### src/rtl/pt_walker_pkg.sv
package pt_walker_pkg;
  typedef enum logic [1:0] {
    WLK_IDLE = 2'd0,
    WLK_MST  = 2'd1,
    WLK_SEC  = 2'd2,
    WLK_RSP  = 2'd3
  } walk_state_e;

  typedef enum logic {
    LVL_MASTER = 1'b0,
    LVL_SECOND = 1'b1
  } walk_lvl_e;
endpackage

### src/rtl/pt_idx_split.sv
module pt_idx_split #(
  parameter int VPN_W = 20,
  parameter int IDX_W = 10
) (
  input  logic [VPN_W-1:0] vpn_i,
  output logic [IDX_W-1:0] idx_mst_o,
  output logic [IDX_W-1:0] idx_sec_o
);
  assign idx_mst_o = vpn_i[VPN_W-1 -: IDX_W];
  assign idx_sec_o = vpn_i[IDX_W-1:0];
endmodule

### src/rtl/pt_entry_addr.sv
module pt_entry_addr #(
  parameter int ADDR_W    = 32,
  parameter int IDX_W     = 10,
  parameter int PTE_SHIFT = 2
) (
  input  logic [ADDR_W-1:0] base_i,
  input  logic [IDX_W-1:0]  idx_i,
  output logic [ADDR_W-1:0] addr_o
);
  localparam int OFS_W = IDX_W + PTE_SHIFT;
  logic [OFS_W-1:0] ofs;
  assign ofs    = {idx_i, {PTE_SHIFT{1'b0}}};
  assign addr_o = base_i + ADDR_W'(ofs);
endmodule

### src/rtl/pt_walk_ctrl.sv
module pt_walk_ctrl
  import pt_walker_pkg::*;
#(
  parameter int ADDR_W     = 32,
  parameter int PAGE_OFF_W = 12,
  parameter int VPN_W      = 20,
  parameter int VALID_BIT  = 0
) (
  input  logic              clk_i,
  input  logic              rst_ni,
  input  logic              req_valid_i,
  input  logic [VPN_W-1:0]  req_vpn_i,
  input  logic [ADDR_W-1:0] root_base_i,
  input  logic              mem_rvalid_i,
  input  logic [ADDR_W-1:0] mem_rdata_i,
  input  logic              rsp_ack_i,
  output walk_state_e       state_o,
  output logic [VPN_W-1:0]  vpn_o,
  output logic [ADDR_W-1:0] tbl_base_o,
  output logic [ADDR_W-1:0] pte_o,
  output logic              fault_o,
  output walk_lvl_e         lvl_o
);
  walk_state_e       state_q;
  logic [VPN_W-1:0]  vpn_q;
  logic [ADDR_W-1:0] tbl_q, pte_q;
  logic              fault_q;
  walk_lvl_e         lvl_q;
  logic              ent_ok;

  assign ent_ok = mem_rdata_i[VALID_BIT];

  always_ff @(posedge clk_i or negedge rst_ni) begin
    if (!rst_ni) begin
      state_q <= WLK_IDLE;
      vpn_q   <= '0;
      tbl_q   <= '0;
      pte_q   <= '0;
      fault_q <= 1'b0;
      lvl_q   <= LVL_MASTER;
    end else begin
      unique case (state_q)
        WLK_IDLE: if (req_valid_i) begin
          vpn_q   <= req_vpn_i;
          tbl_q   <= root_base_i;
          state_q <= WLK_MST;
        end
        WLK_MST: if (mem_rvalid_i) begin
          if (ent_ok) begin
            tbl_q   <= {mem_rdata_i[ADDR_W-1:PAGE_OFF_W], {PAGE_OFF_W{1'b0}}};
            state_q <= WLK_SEC;
          end else begin
            pte_q   <= mem_rdata_i;
            fault_q <= 1'b1;
            lvl_q   <= LVL_MASTER;
            state_q <= WLK_RSP;
          end
        end
        WLK_SEC: if (mem_rvalid_i) begin
          pte_q   <= mem_rdata_i;
          fault_q <= ~ent_ok;
          lvl_q   <= LVL_SECOND;
          state_q <= WLK_RSP;
        end
        WLK_RSP: if (rsp_ack_i) state_q <= WLK_IDLE;
        default: state_q <= WLK_IDLE;
      endcase
    end
  end

  assign state_o    = state_q;
  assign vpn_o      = vpn_q;
  assign tbl_base_o = tbl_q;
  assign pte_o      = pte_q;
  assign fault_o    = fault_q;
  assign lvl_o      = lvl_q;
endmodule

### src/rtl/pt_walker.sv
module pt_walker
  import pt_walker_pkg::*;
#(
  parameter int ADDR_W     = 32,
  parameter int PAGE_OFF_W = 12,
  parameter int IDX_W      = 10,
  parameter int PTE_BYTES  = 4,
  parameter int VALID_BIT  = 0,
  localparam int VPN_W     = ADDR_W - PAGE_OFF_W,
  localparam int PTE_SHIFT = $clog2(PTE_BYTES)
) (
  input  logic              clk_i,
  input  logic              rst_ni,
  input  logic              req_valid_i,
  input  logic [VPN_W-1:0]  req_vpn_i,
  input  logic [ADDR_W-1:0] root_base_i,
  output logic              req_ready_o,
  output logic              mem_req_o,
  output logic [ADDR_W-1:0] mem_addr_o,
  input  logic              mem_rvalid_i,
  input  logic [ADDR_W-1:0] mem_rdata_i,
  output logic              rsp_valid_o,
  output logic [ADDR_W-1:0] rsp_pte_o,
  output logic              rsp_fault_o,
  output logic              rsp_level_o,
  input  logic              rsp_ack_i
);
  walk_state_e       state;
  walk_lvl_e         lvl;
  logic [VPN_W-1:0]  vpn;
  logic [ADDR_W-1:0] tbl_base;
  logic [IDX_W-1:0]  idx_mst, idx_sec, idx_cur;

  pt_walk_ctrl #(
    .ADDR_W(ADDR_W), .PAGE_OFF_W(PAGE_OFF_W), .VPN_W(VPN_W), .VALID_BIT(VALID_BIT)
  ) u_ctrl (
    .clk_i, .rst_ni, .req_valid_i, .req_vpn_i, .root_base_i,
    .mem_rvalid_i, .mem_rdata_i, .rsp_ack_i,
    .state_o(state), .vpn_o(vpn), .tbl_base_o(tbl_base),
    .pte_o(rsp_pte_o), .fault_o(rsp_fault_o), .lvl_o(lvl)
  );

  pt_idx_split #(.VPN_W(VPN_W), .IDX_W(IDX_W)) u_split (
    .vpn_i(vpn), .idx_mst_o(idx_mst), .idx_sec_o(idx_sec)
  );

  assign idx_cur = (state == WLK_SEC) ? idx_sec : idx_mst;

  pt_entry_addr #(.ADDR_W(ADDR_W), .IDX_W(IDX_W), .PTE_SHIFT(PTE_SHIFT)) u_addr (
    .base_i(tbl_base), .idx_i(idx_cur), .addr_o(mem_addr_o)
  );

  assign req_ready_o = (state == WLK_IDLE);
  assign mem_req_o   = (state == WLK_MST) || (state == WLK_SEC);
  assign rsp_valid_o = (state == WLK_RSP);
  assign rsp_level_o = lvl;
endmodule

### config.mk
export PLATFORM = sky130hd
export DESIGN_NAME = pt_walker
export DESIGN_NICKNAME = d
export VERILOG_FILES = /design/src/rtl/pt_walker_pkg.sv /design/src/rtl/pt_idx_split.sv /design/src/rtl/pt_entry_addr.sv /design/src/rtl/pt_walk_ctrl.sv /design/src/rtl/pt_walker.sv
export SDC_FILE = /design/constraint.sdc
export NUM_CORES = 1
export LEC_CHECK = 0
export BUFFER_PORTS_ARGS = -buffer_cell sky130_fd_sc_hd__buf_2
export CAP_MARGIN = 20
export CELL_PAD_IN_SITES_DETAIL_PLACEMENT = 1
export CELL_PAD_IN_SITES_GLOBAL_PLACEMENT = 1
export CORE_ASPECT_RATIO = 1.25
export CORE_MARGIN = 1.5
export CORE_UTILIZATION = 30
export CTS_CLUSTER_SIZE = 24
export DETAILED_ROUTE_END_ITERATION = 16
export HOLD_SLACK_MARGIN = 0.05
export PLACE_DENSITY_LB_ADDON = 0.1
export SETUP_SLACK_MARGIN = 0.15
export SLEW_MARGIN = 10
export SYNTH_ARGS = -nofsm -noshare
export SYNTH_HDL_FRONTEND = slang
export SYNTH_SLANG_ARGS = --single-unit
### constraint.sdc
create_clock -name clk_i -period 4.5 [get_ports clk_i]
set_clock_uncertainty 0.1 [all_clocks]
set_input_delay 0.9 -clock clk_i [delete_from_list [all_inputs] [get_ports clk_i]]
set_output_delay 0.9 -clock clk_i [all_outputs]
set_load 0.005 [all_outputs]
## Word-level counts from Yosys, hierarchy flattened

Index checks and enable logic that the tools add are counted.

| storage, ports and cells | value |
|---|---|
| input port bits | 89 |
| register bits | 88 |
| word-level logic and storage cells | 48 |

| cells by class | value |
|---|---|
| bitwise gates (word level) | 1 |
| add/sub/neg operators | 1 |
| reductions and logical operators | 8 |
| equal/unequal tests | 9 |
| mux-type cells | 23 |

Operators by type and width:

| kind | number |
|---|---|
| 32-bit 2-to-1 mux | 6 |
| 32-bit case mux with 2 select lines | 2 |
| 32-bit by 12-bit adder with 32-bit output | 1 |
| 4-bit AND reduction | 3 |
| 10-bit 2-to-1 mux | 1 |
| 2-bit inequality test (second input constant) | 5 |
| 2-bit 2-to-1 mux | 4 |
| 2-bit case mux with 4 select lines | 1 |
| 1-bit 2-to-1 mux | 7 |
| 2-bit equality test (second input constant) | 2 |
| 1-bit case mux with 2 select lines | 2 |
| 2-bit nonzero test | 2 |
| 2-bit by 1-bit equality test with 1-bit output (second input constant) | 1 |
| 2-bit zero test | 1 |
| 2-bit by 1-bit inequality test with 1-bit output (second input constant) | 1 |
| 2-bit AND reduction | 1 |
| 1-bit logical OR | 1 |
| 1-bit NOT | 1 |

## Depth between registers and ports, before layout

Gate-level depths: netlist of run 1.

| logic depth | value |
|---|---|
| depth in word-level cells | 3 |
| depth in mapped cells | 12 |
| mapped depth without buffers | 10 |

## Cells and area by module

A second synthesis of run 1 with hierarchy kept.

| second synthesis, totals | value |
|---|---|
| cell total of the unflattened synthesis | 404 |
| area total of the unflattened synthesis | 5063.6 µm² |

Modules (own cells, without submodules):

| module | instances | seq. area each (µm²) | cells an instance | area each (µm²) |
|---|---|---|---|---|
| pt_walk_ctrl | 1 | 2202.1 | 247 | 3827.4 |
| pt_entry_addr | 1 | 0.0 | 121 | 879.6 |
| pt_walker | 1 | 0.0 | 16 | 206.4 |
| pt_idx_split | 1 | 0.0 | 20 | 150.1 |

## Least setup slack after synthesis of run 1

OpenSTA, ideal clock, no wires.

| timing | value |
|---|---|
| kind | reg-to-output |
| start | register u_ctrl.state_q[0], in the netlist u_ctrl.state_o[0] |
| end | output port mem_addr_o[24] |
| buffers on the path | 2 |
| stages on the path, launching flop included | 12 |
| required time | 3.500 ns |
| path slack | 0.500 ns |
| data arrival time | 3.000 ns |
| cells stage by stage | dfrtp_1 > inv_1 > ha_1 > clkbuf_1 > clkbuf_1 > mux2_2 > fa_1 > a211oi_1 > o21ai_0 > a21oi_2 > nor4_1 > xor2_1 |

| on the way | value |
|---|---|
| word-level cells in the longest chain between the ends | 3 |

Ends and longest elaborated chain:

| what | RTL line | text |
|---|---|---|
| start, declared | pt_walk_ctrl.sv:24 | `walk_state_e state_q;` |
| start signal, assigned | pt_walk_ctrl.sv:35 | `state_q <= WLK_IDLE;` |
| start signal, assigned | pt_walk_ctrl.sv:46 | `state_q <= WLK_MST;` |
| start signal, assigned | pt_walk_ctrl.sv:51 | `state_q <= WLK_SEC;` |
| 2-bit equality test | pt_walker.sv:47 | `assign idx_cur = (state == WLK_SEC) ? idx_sec : idx_mst;` |
| 10-bit 2-to-1 mux | pt_walker.sv:47 |  |
| 32-bit by 12-bit adder with 32-bit output | pt_entry_addr.sv:13 | `assign addr_o = base_i + ADDR_W'(ofs);` |
| end, declared | pt_walker.sv:19 | `output logic [ADDR_W-1:0] mem_addr_o,` |

No other way between the ends.

## Worst setup path after layout of run 1

| timing | value |
|---|---|
| start | register u_ctrl.state_q[0], in the netlist u_ctrl.state_o[0] |
| end | output port mem_addr_o[10] |

The elaborated chain is that of the path after synthesis.

==> results of run 1 <==
==> metrics by stage <==
step / setup slack [ps] / power (mW) / instances
3_3_place_gp: 272 / 3.99 / 739
6_report: 251 / 5.06 / 764
3_5_place_dp: 69.3 / 4.06 / 739
4_1_cts: 170 / 4.93 / 756
2_1_floorplan: 500 / 3.05 / 414
5_1_grt: 120 / 5.48 / 764
==> metal layers <==
layer	GRT usage	share of wire	wire length, um
met2	0.305	0.53	6970
met4	0.0612	0.016	206
met5	0	0	0
met1	0.192	0.42	5520
met3	0.0232	0.033	427
==> kinds of logic (layout without fill, tap and decap cells) <==
group	Yosys count	after routing
AO/OA/AOI/OAI	59	59
flip-flops	88	88
XOR/XNOR	27	27
adder cells (fa/ha/maj)	15	15
multiplexers	83	83
AND/OR/NAND/NOR	115	115
buffers and inverters	27	195
==> worst register-to-register path: cells and delay by family (launching register included) <==
kind                       cells  cell delay, ps
and+or+nand+nor                3             940
DFF                            1             440
adders and majority gates      1             380
AOI/OAI and AO/OA              2             240
buffers and inverters          1             120
==> flip-flops by register name, summed over array words and instances (netlist names) <==
signal,cells
u_ctrl.lvl_o,1
u_ctrl.fault_o,1
u_ctrl.state_o,2
u_ctrl.vpn_o,20
u_ctrl.tbl_base_o,32
u_ctrl.pte_o,32
==> where the power goes <==
part	switching (mW)	internal [mW]
sequential	0.299	1.19
clock	0.321	0.462
combinational	1.38	1.40
==> cell type report <==
type / instances / share of cell area
multi-input cells: 299 / 0.394
clock inverters: 4 / 0.00835
repair buffers: 172 / 0.156
flip-flops and latches: 88 / 0.359
inverters: 7 / 0.00428
well taps: 182 / 0.0371
clock buffers: 12 / 0.0417
==> worst max-delay path by stage <==
stage	startpoint	end
after global placement	u_ctrl.state_o[0]	mem_addr_o[31]
after CTS	u_ctrl.state_o[0]	mem_addr_o[30]
final	u_ctrl.state_o[0]	mem_addr_o[10]
after floorplan	u_ctrl.state_o[0]	mem_addr_o[24]
after detailed placement	u_ctrl.state_o[0]	mem_addr_o[31]
after global routing	u_ctrl.state_o[0]	mem_addr_o[21]
==> layout by cell type (no fill, tap or decap), types with 2 or more instances in the layout <==
cell,netlist,routed
ha_2,0,2
xor2_1,12,12
mux2i_1,20,20
xnor2_1,15,15
nand4_1,2,2
buf_4,2,11
buf_2,4,156
o21ai_0,30,28
ha_1,14,5
mux2_2,63,62
inv_1,7,6
a21o_1,3,3
a21oi_1,8,6
clkbuf_16,0,11
dfrtp_1,88,87
and2_1,2,2
a21oi_2,1,3
nor3_1,6,6
o31ai_1,2,2
nand3_1,19,19
nor2_1,16,16
clkbuf_8,0,2
o211ai_1,5,5
nor2b_1,3,2
ha_4,0,7
nand2_1,55,54
==> timing repair <==
action / 4_1_cts / 5_1_grt
setup buffers: 1 / 6
resized for setup: 12 / 21
pin swaps: 1 / 6
endpoints found under the setup margin: 24 / 19
gates cloned: 0 / 2
==> results.yml, run 1 <==
status:
  status: "finished, final reports clean"
worst_setup_path:
  cp_slowest_cell: "dfrtp_2"
  r2r_start: "u_ctrl.state_o[1]"
  path_depth: 12
  crit_arrival_ps: 3250
  r2r_cells: 7
  r2r_slack_ps: 2120
  start_kind: "flop"
  cp_slowest_stage_delay_ps: 420
  path_delay_family: "compound AO/OA/AOI/OAI gates"
  cp_max_fo: 6
  reg2reg_to: "u_ctrl.tbl_base_o[23]"
  path_cells: "inv_2 -> ha_4 -> buf_8 -> mux2_4 -> buf_4 -> fa_2 -> a211oi_2 -> nor2_1 -> o21a_1 -> a221o_1 -> xor2_1 -> buf_2"
  crit_buf_inv: 4
  worst-setup-path-type: "flop to output pin"
  critPathRequiredTime_ps: 3500
  end_kind: "output pin"
sta:
  rsz0062_at_grt: "yes"
  final-setup-viol-count: 0
  fin_crit_ps: 4250
  worst_pin_slew_ps: 903
  slew_headroom: 0.396
  finalSetupTns_ps: 0
  fmax_mhz: 235
  min_period_over_period: 0.944
  final_max_slew_viol_count: 0
  holdWs_ps: 383
  finalHoldViolations: 0
logic_synthesis:
  synth_mux_area_frac: 0.199
  synth.yosys.seq_area_share: 0.482
  synthSimpleGateAreaFrac: 0.120
  synthXorXnorAreaFrac: 0.0517
  synth_top_family_by_area: "multiplexers"
  synthCells: 414
  syn-cell-area_um2: 4570
  synthAdderAreaFrac: 0.0427
  synth_compound_area_frac: 0.0794
  synth.top_cells.by_count: "88 x dfrtp_1, 63 x mux2_2, 55 x nand2_1, 30 x o21ai_0, 20 x mux2i_1"
  ys_warn_count: 0
  synth.top_cell.area_share: 0.482
  synthArstFlopShare: 1.00
  ys_ff_latch: 88
  synth.largest_area_cell: "dfrtp_1"
  yosysUniqueCellTypes: 45
  synth_edf_count: 0
  synth.area.top_cells: "dfrtp_1 48%, mux2_2 16%, nand2_1 4.5%, mux2i_1 4.4%, ha_1 3.8%"
  ys.flop_type: "dfrtp_1"
  syn_avg_cell_area_um2: 11.0
  syn_nets: 518
  synth.most_common_cell: "dfrtp_1"
clock_network:
  cts_tree: "yes"
  clk_pin_slew_worst_paths_ps: 60
  insertion_delay_ps: 340
  cts.htree.levels: 3
  cts_buffers: 9
  cts_buffer_depth: 2
  numClockSinks: 88
  cts_root_buffer: "clkbuf_16"
  cts_hold_buf: 0
min_path:
  hold_path.class: "flop to flop"
  hold_path_depth: 2
  min_from: "u_ctrl.tbl_base_o[1]"
  min_to: "u_ctrl.tbl_base_o[1]"
layout:
  seq_area_um2: 2200
  drive_above_1_share: 0.476
  final_util: 0.411
  stdcell_area_um2: 6140
  diodes: 0
  area_delta_synth_final_pct: 34.4
  n_fill_cell: 1693
  multi_input_area_um2: 2420
  layout.nets: 681
routing:
  drtIter0Drc: 101
  routedWlPerCell_um: 17.2
  drtPass1Iterations: 4
  route.detailed.drc: 0
  ant_nets: 0
  via_count: 3754
  wirelength_um: 13100
  viasPerCell: 4.91
floorplan:
  rows: 50
  dieArea_um2: 16000
  coreArea_um2: 15000
  die_width_um: 113
  fp.dieH_um: 141
  ios: 158
  start_util: 0.306
grt:
  track_usage: 0.165
  grt_pass1_wl_um: 20500
  grt_max_degree: 63
  globalRouteOverflowTotal: 0
  grt_pass1_vias: 4023
  antenna_found_initial: 0
power:
  irDropWorstVdd_mv: 0.368
  p_leak_nw: 2.88
  p_per_area_nw_per_um2: 823
place:
  routabilityCongestion: 0.761
  dpl.hpwl_um: 9650
  post_dp_cell_area_um2: 5550
  portBuffers: 157
job:
  maxCapViolCount: 0
No activity file was read; power rests on OpenSTA's default activity.
==> run 2, diff against run 1 <==
--- a/config.mk
+++ b/config.mk
@@ -16,6 +16,7 @@
 export DETAILED_ROUTE_END_ITERATION = 16
 export HOLD_SLACK_MARGIN = 0.05
 export PLACE_DENSITY_LB_ADDON = 0.1
+export REMOVE_ABC_BUFFERS = 1
 export SETUP_SLACK_MARGIN = 0.15
 export SLEW_MARGIN = 10
 export SYNTH_ARGS = -nofsm -noshare
==> results.yml, run 2 (synthesis gave the netlist of run 1 again) <==
sta:
  worst_pin_slew_ps: 955
  final-setup-viol-count: 0
  finalSetupTns_ps: 0
  rsz0062_at_grt: "no"
  finalHoldViolations: 0
  fin_crit_ps: 4220
  min_period_over_period: 0.938
  final_max_slew_viol_count: 0
  slew_headroom: 0.361
  fmax_mhz: 237
  worst_slack_ps: 279
clock_network:
  clk_pin_slew_worst_paths_ps: 70
  cts_root_buffer: "clkbuf_16"
  cts_tree: "yes"
  cts_buffer_depth: 2
  numClockSinks: 88
  cts.htree.levels: 3
  cts_buffers: 9
  cts_hold_buf: 0
  insertion_delay_ps: 350
place:
  dpl.cell_count: 739
  routabilityCongestion: 0.754
  dpl.hpwl_um: 9290
  portBuffers: 157
  dp_slack_ps: 169
layout:
  diodes: 0
  fin_cells: 763
  area_delta_synth_final_pct: 32.9
  final_cell_mix: "156 x buf_2, 88 x dfrtp_1, 63 x mux2_2, 54 x nand2_1, 27 x o21ai_0"
  mostFrequentLayoutCell: "buf_2"
  drive_above_1_share: 0.465
  n_fill_cell: 1702
  layout.nets: 680
job:
  maxCapViolCount: 0
grt:
  globalRouteOverflowTotal: 0
  grt_max_degree: 76
  met1_usage: 0.189
  grt_pass1_vias: 3914
  gr-max-usage-layer: "met2"
  use_met3: 0.0374
  grt_pass1_wl_um: 20200
  track_usage: 0.161
  use_met2: 0.285
  antenna_found_initial: 0
worst_setup_path:
  path_cells: "inv_2 -> ha_4 -> mux2_2 -> ha_1 -> fa_2 -> a211oi_4 -> nor2_1 -> o21a_1 -> a221o_1 -> xor2_1 -> buf_2"
  start_kind: "flop"
  reg2reg_to: "u_ctrl.tbl_base_o[16]"
  r2r_start: "u_ctrl.state_o[1]"
  worst-setup-path-type: "flop to output pin"
  r2r_slack_ps: 2040
  crit_arrival_ps: 3220
  critPathRequiredTime_ps: 3500
  cp_max_fo: 3
  path_delay_family: "compound AO/OA/AOI/OAI gates"
  cp_slowest_stage_delay_ps: 410
  cp_slowest_cell: "dfrtp_1"
  critical_path.endpoint: "mem_addr_o[10]"
  end_kind: "output pin"
  path_depth: 11
  crit_buf_inv: 2
  r2r_cells: 7
  crit_start: "u_ctrl.state_o[0]"
power:
  irDropWorstVdd_mv: 0.224
  p_leak_nw: 2.89
  p_per_area_nw_per_um2: 832
  total_power_mw: 5.05
floorplan:
  fp.dieH_um: 141
  ios: 158
  rows: 50
  start_util: 0.306
  dieArea_um2: 16000
  die_width_um: 113
  coreArea_um2: 15000
routing:
  routedWlPerCell_um: 16.9
  viasPerCell: 4.79
  ant_nets: 0
  drtPass1Iterations: 4
  drtIter0Drc: 68
  route.detailed.drc: 0
  via_count: 3658
  wirelength_um: 12900
min_path:
  hold_path.class: "flop to flop"
status:
  status: "finished, final reports clean"
==> run 2: worst min path at each step <==
stage                                from  depth (start not counted)  slack (ps)               endpoint
floorplan           u_ctrl.tbl_base_o[10]                          2         350  u_ctrl.tbl_base_o[10]
CTS                  u_ctrl.tbl_base_o[1]                          2         370   u_ctrl.tbl_base_o[1]
detailed placement   u_ctrl.tbl_base_o[1]                          2         360   u_ctrl.tbl_base_o[1]
global route         u_ctrl.tbl_base_o[1]                          2         390   u_ctrl.tbl_base_o[1]
global placement     u_ctrl.tbl_base_o[0]                          2         350   u_ctrl.tbl_base_o[0]
finish               u_ctrl.tbl_base_o[1]                          2         370   u_ctrl.tbl_base_o[1]
==> run 2: through the flow <==
stage               cell area (um^2)  hold slack (ps)   util
finish                          6070              365  0.406
global route                    6070              394  0.406
CTS                             5940              374  0.397
floorplan                       4480              345      -
detailed placement              5550              359  0.371
global placement                5550              348  0.371
==> run 2: worst min-delay path: stages (launching register included) <==
cell	delay, ps
dfrtp_1	340
nand2_1	50
nand2_1	50
==> run 2: area by class of cell <==
class	instances	area, um^2	share of cell area
multi-input cells	299	2380	0.391
flip-flops and latches	88	2200	0.363
repair buffers	171	917	0.151
clock buffers	12	246	0.0406
well taps	182	228	0.0375
clock inverters	4	77.6	0.0128
inverters	7	26.3	0.00433
==> run 2: metal layers <==
metal,share of wire,up-vias
li1,-,1775
met1,0.42,1768
met2,0.51,105
met3,0.054,10
met4,0.015,0
met5,0,-
==> run 2: repair_timing <==
action | in CTS | in global routing
endpoints found under the setup margin | 21 | 20
cloned | 0 | 1
gates resized for setup | 10 | 17
buffers inserted | 3 | 3
pin swaps | 1 | 2
==> run 2: power by group <==
part / leakage [nW] / switching [mW] / internal, mW
clock network: 0.157 / 0.327 / 0.505
registers: 1.06 / 0.287 / 1.19
logic: 1.68 / 1.39 / 1.35
